--- config.mk ---
export PLATFORM = sky130hd
export DESIGN_NAME = crc8_frame_engine
export DESIGN_NICKNAME = d
export VERILOG_FILES = /design/src/rtl/crc8_pkg.sv /design/src/rtl/crc8_ctrl.sv /design/src/rtl/crc8_datapath.sv /design/src/rtl/crc8_frame_engine.sv
export SDC_FILE = /design/constraint.sdc
export NUM_CORES = 1
export LEC_CHECK = 0
export CAP_MARGIN = 20
export CORE_ASPECT_RATIO = 1.4
export CORE_UTILIZATION = 30
export CTS_CLUSTER_SIZE = 20
export DETAILED_ROUTE_END_ITERATION = 8
export DONT_BUFFER_PORTS = 1
export PLACE_DENSITY = 0.43
export SYNTH_ARGS = -nofsm -noshare
export SYNTH_HDL_FRONTEND = slang
export SYNTH_SLANG_ARGS = --single-unit
--- constraint.sdc ---
create_clock -name clk -period 1.95 [get_ports clk]
set_input_delay 0.4875 -clock clk [delete_from_list [all_inputs] [get_ports clk]]
set_output_delay 0.4875 -clock clk [all_outputs]
set_load 0.03 [all_outputs]
--- src/rtl/crc8_pkg.sv ---
package crc8_pkg;
  typedef struct packed {
    logic load;   // preset remainder, clear flags and count
    logic shift;  // absorb one serial bit
    logic eval;   // evaluate flags at end of data
  } crcStrobes_t;
endpackage

--- src/rtl/crc8_ctrl.sv ---
module crc8_ctrl
  import crc8_pkg::*;
#(
  parameter int MinFrameBits = 16
) (
  input  logic        clk,
  input  logic        rstN,
  input  logic        sofClr,
  input  logic        bitValid,
  input  logic        eodStrobe,
  output crcStrobes_t strb,
  output logic        lengthError
);
  localparam int CntW = $clog2(MinFrameBits + 1);
  localparam logic [CntW-1:0] CntMax = CntW'(MinFrameBits);

  logic [CntW-1:0] bitCount;

  always_comb begin
    strb.load  = sofClr;
    strb.shift = bitValid && !sofClr;
    strb.eval  = eodStrobe && !sofClr;
  end

  always_ff @(posedge clk or negedge rstN) begin
    if (!rstN) begin
      bitCount    <= '0;
      lengthError <= 1'b0;
    end else begin
      if (strb.load) begin
        bitCount    <= '0;
        lengthError <= 1'b0;
      end else begin
        if (strb.shift && bitCount != CntMax) bitCount <= bitCount + 1'b1;
        if (strb.eval) lengthError <= (bitCount < CntMax);
      end
    end
  end

  // the length flag only rises as a result of an end-of-data strobe
  p_len_rise_r8: assert property (@(posedge clk) disable iff (!rstN)
    $rose(lengthError) |-> $past(eodStrobe));

  // a start of frame always leaves the length flag low
  p_len_clear_r7: assert property (@(posedge clk) disable iff (!rstN)
    sofClr |=> !lengthError);
endmodule

--- src/rtl/crc8_datapath.sv ---
module crc8_datapath
  import crc8_pkg::*;
#(
  parameter int          CrcW    = 8,
  parameter logic [CrcW-1:0] Poly    = 8'h1D,
  parameter logic [CrcW-1:0] Init    = 8'hFF,
  parameter logic [CrcW-1:0] Residue = 8'hC4
) (
  input  logic            clk,
  input  logic            rstN,
  input  crcStrobes_t     strb,
  input  logic            bitIn,
  output logic [CrcW-1:0] crcByte,
  output logic            crcError
);
  logic [CrcW-1:0] crcRem;
  logic [CrcW-1:0] nextRem;
  logic            feedback;

  always_comb begin
    feedback = crcRem[CrcW-1] ^ bitIn;
    nextRem  = {crcRem[CrcW-2:0], 1'b0} ^ (feedback ? Poly : '0);
  end

  always_ff @(posedge clk or negedge rstN) begin
    if (!rstN) begin
      crcRem   <= Init;
      crcError <= 1'b0;
    end else if (strb.load) begin
      crcRem   <= Init;
      crcError <= 1'b0;
    end else begin
      if (strb.shift) crcRem <= nextRem;
      if (strb.eval)  crcError <= (crcRem != Residue);
    end
  end

  assign crcByte = ~crcRem;

  // preset value follows a load strobe
  p_preset_r2: assert property (@(posedge clk) disable iff (!rstN)
    strb.load |=> crcByte == ~Init);

  // without load or shift the remainder holds
  p_rem_hold_r4: assert property (@(posedge clk) disable iff (!rstN)
    !strb.load && !strb.shift |=> $stable(crcByte));

  // the check flag holds outside end of data and start of frame
  p_err_hold_r7: assert property (@(posedge clk) disable iff (!rstN)
    !strb.load && !strb.eval |=> $stable(crcError));

  // the check flag rises only after an evaluation
  p_err_rise_r6: assert property (@(posedge clk) disable iff (!rstN)
    $rose(crcError) |-> $past(strb.eval));
endmodule

--- src/rtl/crc8_frame_engine.sv ---
module crc8_frame_engine
  import crc8_pkg::*;
#(
  parameter int          CrcW         = 8,
  parameter logic [CrcW-1:0] Poly         = 8'h1D,
  parameter logic [CrcW-1:0] Init         = 8'hFF,
  parameter logic [CrcW-1:0] Residue      = 8'hC4,
  parameter int          MinFrameBits = 16
) (
  input  logic            clk,
  input  logic            rstN,
  input  logic            sofClr,
  input  logic            bitValid,
  input  logic            bitIn,
  input  logic            eodStrobe,
  output logic [CrcW-1:0] crcByte,
  output logic            crcError,
  output logic            lengthError
);
  crcStrobes_t strb;

  crc8_ctrl #(.MinFrameBits(MinFrameBits)) u_ctrl (
    .clk(clk), .rstN(rstN), .sofClr(sofClr), .bitValid(bitValid),
    .eodStrobe(eodStrobe), .strb(strb), .lengthError(lengthError)
  );

  crc8_datapath #(.CrcW(CrcW), .Poly(Poly), .Init(Init), .Residue(Residue)) u_dp (
    .clk(clk), .rstN(rstN), .strb(strb), .bitIn(bitIn),
    .crcByte(crcByte), .crcError(crcError)
  );
endmodule

-- After elaboration in Yosys (flattened, before gate mapping)
Cells that the tools add are included.
Widths: inputs -> output; s select.
- register bits after elaboration: 15
- bits in latches: 0
- RAM bits: 0
- memory bits (read-only): 0
- input bits: 6
- memories kept: 0
- $add $sub $neg: 1
- $mul: 0
- divide/modulo/power cells: 0
- order comparisons: 1
- equality and inequality tests: 2
- shifts and indexed selects: 0
- mux-type cells: 9
- bitwise logic cells: 3
- reduce and logical (&&, ||, !) cells: 7
- operator list (operator ; count):
    $mux 8 ; 2
    $mux 5 ; 3
    $ne 8x8->1 const B ; 1
    $not 8->8 ; 1
    $xor 8x8->8 ; 1
    $reduce_bool 2->1 ; 3
    $add 5x1->5 const B ; 1
    $lt 5x5->1 const B ; 1
    $ne 5x5->1 const B ; 1
    $mux 1 ; 4
    $logic_and 1x1->1 ; 3
    $logic_not 1->1 ; 1
    $xor 1x1->1 ; 1

-- Depth between registers and ports, before layout
- word-level depth: 5
- depth in mapped cells: 5
- gate-level depth less buffers: 5

-- Cells and area by module
A second synthesis with hierarchy kept.
- cells, all modules: 76
- area, all modules: 842.1 µm²
- modules (own cells, without submodules) (module ; times used ; cells each ; area each (µm²) ; seq. area each (µm²)):
    crc8_datapath ; 1 ; 44 ; 501.7 ; 235.2
    crc8_ctrl ; 1 ; 32 ; 340.3 ; 150.1

-- Worst setup path before layout
Ideal clock, no wire load.
- path type: register to register
- from: register u_ctrl.bitCount[0]
- to: register u_ctrl.bitCount[2]
- arrival: 1.203 ns
- data required time: 1.830 ns
- slack: 0.627 ns
- cell stages (with the launch flop): 6
- cells stage by stage: dfrtp_1 > inv_1 > ha_1 > nand4bb_4 > and3_4 > a31o_2
- word-level cells in the longest chain between the ends: 3
- elaborated cells on any way between the ends: 6
- classes of those cells: add/sub (1); eq/ne (1); mux (2); reduce/logical (2)
- ends and longest elaborated chain (item ; line ; RTL):
    start: declaration ; crc8_ctrl.sv:17 ; logic [CntW-1:0] bitCount;
    start signal: assignment ; crc8_ctrl.sv:34 ; if (strb.shift && bitCount != CntMax) bitCount <= bitCount + 1'b1;
    $add 5x1->5 / $ne 5x5->1 (equally long branches) ; crc8_ctrl.sv:34 ;
    $mux 5 / $logic_and 1x1->1 (equally long branches) ; crc8_ctrl.sv:34 ;
    $mux 5 / $reduce_bool 2->1 (equally long branches) ; -- ;
Parallel ways exist; a longest one is shown, timed or not. The select of a mux whose other input is x is not followed.
A chain may end at the register's enable or synchronous reset.

-- Worst setup path after layout
- from: register u_dp.crcRem[7]
- to: output crcByte[7]
- word-level cells in the longest chain between the ends: 1
- ends and longest elaborated chain (item ; line ; RTL):
    start: declaration ; crc8_datapath.sv:16 ; logic [CrcW-1:0] crcRem;
    start signal: assignment ; crc8_datapath.sv:27 ; crcRem <= Init;
    start signal: assignment ; crc8_datapath.sv:30 ; crcRem <= Init;
    start signal: assignment ; crc8_datapath.sv:33 ; if (strb.shift) crcRem <= nextRem;
    $not 8->8 ; crc8_datapath.sv:38 ; assign crcByte = ~crcRem;
    end: declaration ; crc8_frame_engine.sv:16 ; output logic [CrcW-1:0] crcByte,
No other way between the ends.

==> results <==
- The CTS tree is yes.
- STA puts the critical path data arrival time at 1.02 ns.
- Buffers inserted during clock tree synthesis total 3.
- The maximum single-stage delay on the critical path is 0.58 ns.
- The wire length of the first global-routing pass is 2.89 mm.
- The floorplan step defined a die boundary enclosing 2830 µm².
- The count of port buffers added during placement is 0.
- The Yosys step of the flow raised 0 warnings.
- Relative to the synthesized area, the layout overhead comes to 8.74%.
- For the worst-skew pair, the clock arrives at the later sink with an insertion delay of 0.28 ns.
- After detailed routing, the number of remaining DRC violations is 0.
- STA classifies the critical path startpoint as a register.
- The static leakage power is 0.410 nW.
- Dividing total power by cell area gives a power density of 747 nW/µm².
- The number of nets at the end of the flow is 86.
- Of the total power, registers draw 0.567.
- Setup repair after global routing left no endpoint under its margin.
- The clock-pin slew of the registers on the worst-case setup and hold paths is 0.09 ns.
- The critical path capture point type is an output port.
- The gate count after technology mapping is 75.
- Entering global routing, the biggest net connects 23 pins.
- In the finished design, the share of the clock period the worst path needs comes to 0.771.
- Once detailed placement completed, the half-perimeter wirelength came to 1.16 mm.
- After detailed routing, the number of vias per cell comes to 4.90.
- The overall overflow remaining after global route is 0.
- Across every metal layer, demand over resource in global routing totals 0.141.
- From bottom edge to top edge, the die measures 62.6 µm.
- The number of global-route vias before repair came to 607.
- In the layout the commonest cells are 14 x sky130_fd_sc_hd__inv_1, 8 x sky130_fd_sc_hd__dfstp_2, 7 x sky130_fd_sc_hd__dfrtp_1.
- Across all setup checks in the final design, the least slack found is 0.446 ns.
- Across the run, the number of max-cap violations was 0.
- The core region area is 2440 µm².
- The die is 45.3 µm wide.
- The run finished with clean final reports.
- The routed length per placed instance is 14.8 µm.
- The congestion estimate from routability-driven global placement came to 0.737.
- For this design, the sink count on the clock tree is 15.
- The top-level I/O count is 16.
- The top fanout value on the critical path is 3.
- The number of rows created at floorplan is 21.
- The critical path goes through inv_1.
- The smallest clock period supported by the final layout is computed as 1.50 ns.
- The total negative slack is 0 ns.
- By startpoint and endpoint, the worst setup path is classified as reg2out.
- The data required time of the critical path is 1.46 ns.
- The class of the worst hold path is in2async.
- The total via count in the routed design is 544.
- For this design the total switching power over the nets is 0.000188 W.
- Across the VDD grid, the largest voltage drop is 0.000321 V.
- Measured against its own limit, the worst slew margin works out to 0.766.
- In this run the number of H-tree levels came out at 1.
- Across all hold checks on the routed design, the worst slack comes to 0.0351 ns.
- The number of antenna-violating nets in the routed design is 0.
- The number of DRC markers after the initial detailed-route iteration is 25.
- Of the cells placed in the final design, the portion with a size suffix greater than 1 is 0.234.
- The combinational group share of total power is 0.154.
- Clock skew on the completed layout was measured at 0.00450 ns.
- The most common cell after layout, fill and taps aside is sky130_fd_sc_hd__inv_1.
- The final setup violation count is 0.
- The flip-flop and latch count after synthesis is 15.
- The switching portion of total power is 0.294.
- The synthesized netlist net count is 83.
- The largest individual stage delay along the critical path comes from the cell sky130_fd_sc_hd__dfstp_2.
- The cell sitting at the root of the clock tree is a sky130_fd_sc_hd__clkbuf_4.
- The share of synthesized area occupied by flip-flops and latches is 0.490.
- The initial antenna violation count is 0.
- The number of buffers and inverters on the critical path is 1.
- The count of endpoints failing hold in the final timing report is 0.
- The first detailed-routing pass ran for 4 iterations.
- The share of power burned in the clock network is 0.279.
- The initial utilization of the core area, before any placement, comes to 0.322.
- The repair_antennas step left the layout with diodes totalling 0.
- The post-detailed-routing wire length is 1.65 mm.
- For the pin with the worst max-slew slack, the measured transition is 0.350 ns.
- The post-placement worst setup slack is 0.543 ns.
- The final count of pins violating max slew is 0.
- On the critical path the largest part of the delay comes from flip-flops.
- Internal power comes to 0.000452 W.
- The maximum clock path buffer count is 2.
- The average instance in the mapped netlist occupies 10.5 µm².
- The number of unique standard cell types used by synthesis is 23.
- The post-synthesis instance area is 787 µm².
- For this run, the top clock speed supported by timing is 665 MHz.
sequential cells by signal, indices dropped and copies added, names as in the netlist:
signal              count
u_dp.crcRem             8
u_ctrl.bitCount         5
u_dp.crcError           1
u_ctrl.lengthError      1
what timing repair did:
action,CTS,global route
resized for setup,0,0
hold endpoints to repair,7,0
buffers inserted,0,0
hold buffers,1,0
cells in the mapped netlist:
| master | number | area share |
|---|---|---|
| sky130_fd_sc_hd__nor3_1 | 2 | 0.013 |
| sky130_fd_sc_hd__nor2_1 | 5 | 0.024 |
| sky130_fd_sc_hd__nand4bb_4 | 1 | 0.035 |
| sky130_fd_sc_hd__and3_4 | 1 | 0.014 |
| sky130_fd_sc_hd__a311oi_1 | 2 | 0.022 |
| sky130_fd_sc_hd__mux2i_1 | 1 | 0.013 |
| sky130_fd_sc_hd__dfrtp_1 | 7 | 0.22 |
| sky130_fd_sc_hd__nand2b_1 | 1 | 0.0080 |
| sky130_fd_sc_hd__a31o_2 | 3 | 0.033 |
| sky130_fd_sc_hd__nand4_1 | 1 | 0.0080 |
| sky130_fd_sc_hd__buf_1 | 1 | 0.0048 |
| sky130_fd_sc_hd__a211oi_1 | 4 | 0.038 |
| sky130_fd_sc_hd__xnor2_1 | 3 | 0.033 |
| sky130_fd_sc_hd__dfstp_2 | 8 | 0.27 |
| sky130_fd_sc_hd__and3_1 | 2 | 0.016 |
| sky130_fd_sc_hd__clkbuf_1 | 2 | 0.0095 |
| sky130_fd_sc_hd__nand2_1 | 4 | 0.019 |
| sky130_fd_sc_hd__xnor2_2 | 1 | 0.021 |
| sky130_fd_sc_hd__inv_1 | 14 | 0.067 |
| sky130_fd_sc_hd__ha_1 | 2 | 0.032 |
| sky130_fd_sc_hd__o211ai_1 | 5 | 0.048 |
| sky130_fd_sc_hd__a211o_1 | 3 | 0.033 |
| sky130_fd_sc_hd__a21o_1 | 2 | 0.019 |
final timing paths:
| check | startpoint | to | slack (ns) | depth (start not counted) |
|---|---|---|---|---|
| worst min register to register | u_dp.crcRem[4] | u_dp.crcRem[5] | 0.51 | 2 |
| worst min-delay path | rstN | u_dp.crcRem[5] | 0.04 | 0 |
| min in group clk | sofClr | u_ctrl.lengthError | 0.26 | 1 |
| worst max-delay path | u_dp.crcRem[7] | crcByte[7] | 0.45 | 1 |
| worst max register to register | u_ctrl.bitCount[0] | u_ctrl.bitCount[2] | 0.53 | 5 |
| max in group asynchronous | rstN | u_ctrl.bitCount[1] | 1.16 | 1 |
kinds of logic after synthesis:
group / synth area share
adders and majority gates: 0.0318
buffers and inverters: 0.0811
and+or+nand+nor: 0.137
xor gates and xnor gates: 0.0541
DFF: 0.490
muxes: 0.0127
AOI/OAI and AO/OA: 0.194
layout make-up:
type                            instances  area [µm²]
Clock buffer                            3        22.5
Fill cell                             252        1590
Timing Repair Buffer                    1        10.0
Multi-Input combinational cell         43         338
Inverter                               14        52.6
Sequential cell                        15         385
Tap cell                               34        42.5
Clock inverter                          1        5.00
layer usage:
layer,global-route usage,part of all wire,vias up
li1,-,-,261
met1,0.185,0.44,271
met2,0.219,0.51,10
met3,0.0231,0.037,2
met4,0.0682,0.012,0
met5,0,0,-
power by group through the flow:
stage	combinational (W)	sequential [W]	clock, W
floorplan	0.0000928	0.000363	0
global placement	0.0000949	0.000368	0
detailed placement	0.0000962	0.000368	0
CTS	0.000101	0.000363	0.000190
global route	0.000109	0.000367	0.000200
finish	0.0000988	0.000362	0.000178
through the flow:
step | std cells | power, W | utilization | area, µm²
4_1_cts | 111 | 0.000654 | 0.350 | 856
5_1_grt | 111 | 0.000675 | 0.350 | 856
2_1_floorplan | 75 | 0.000456 | - | 787
3_3_place_gp | 106 | 0.000463 | 0.335 | 818
3_5_place_dp | 106 | 0.000464 | 0.335 | 818
6_report | 111 | 0.000640 | 0.350 | 856
(Power assumes the default switching activity.)
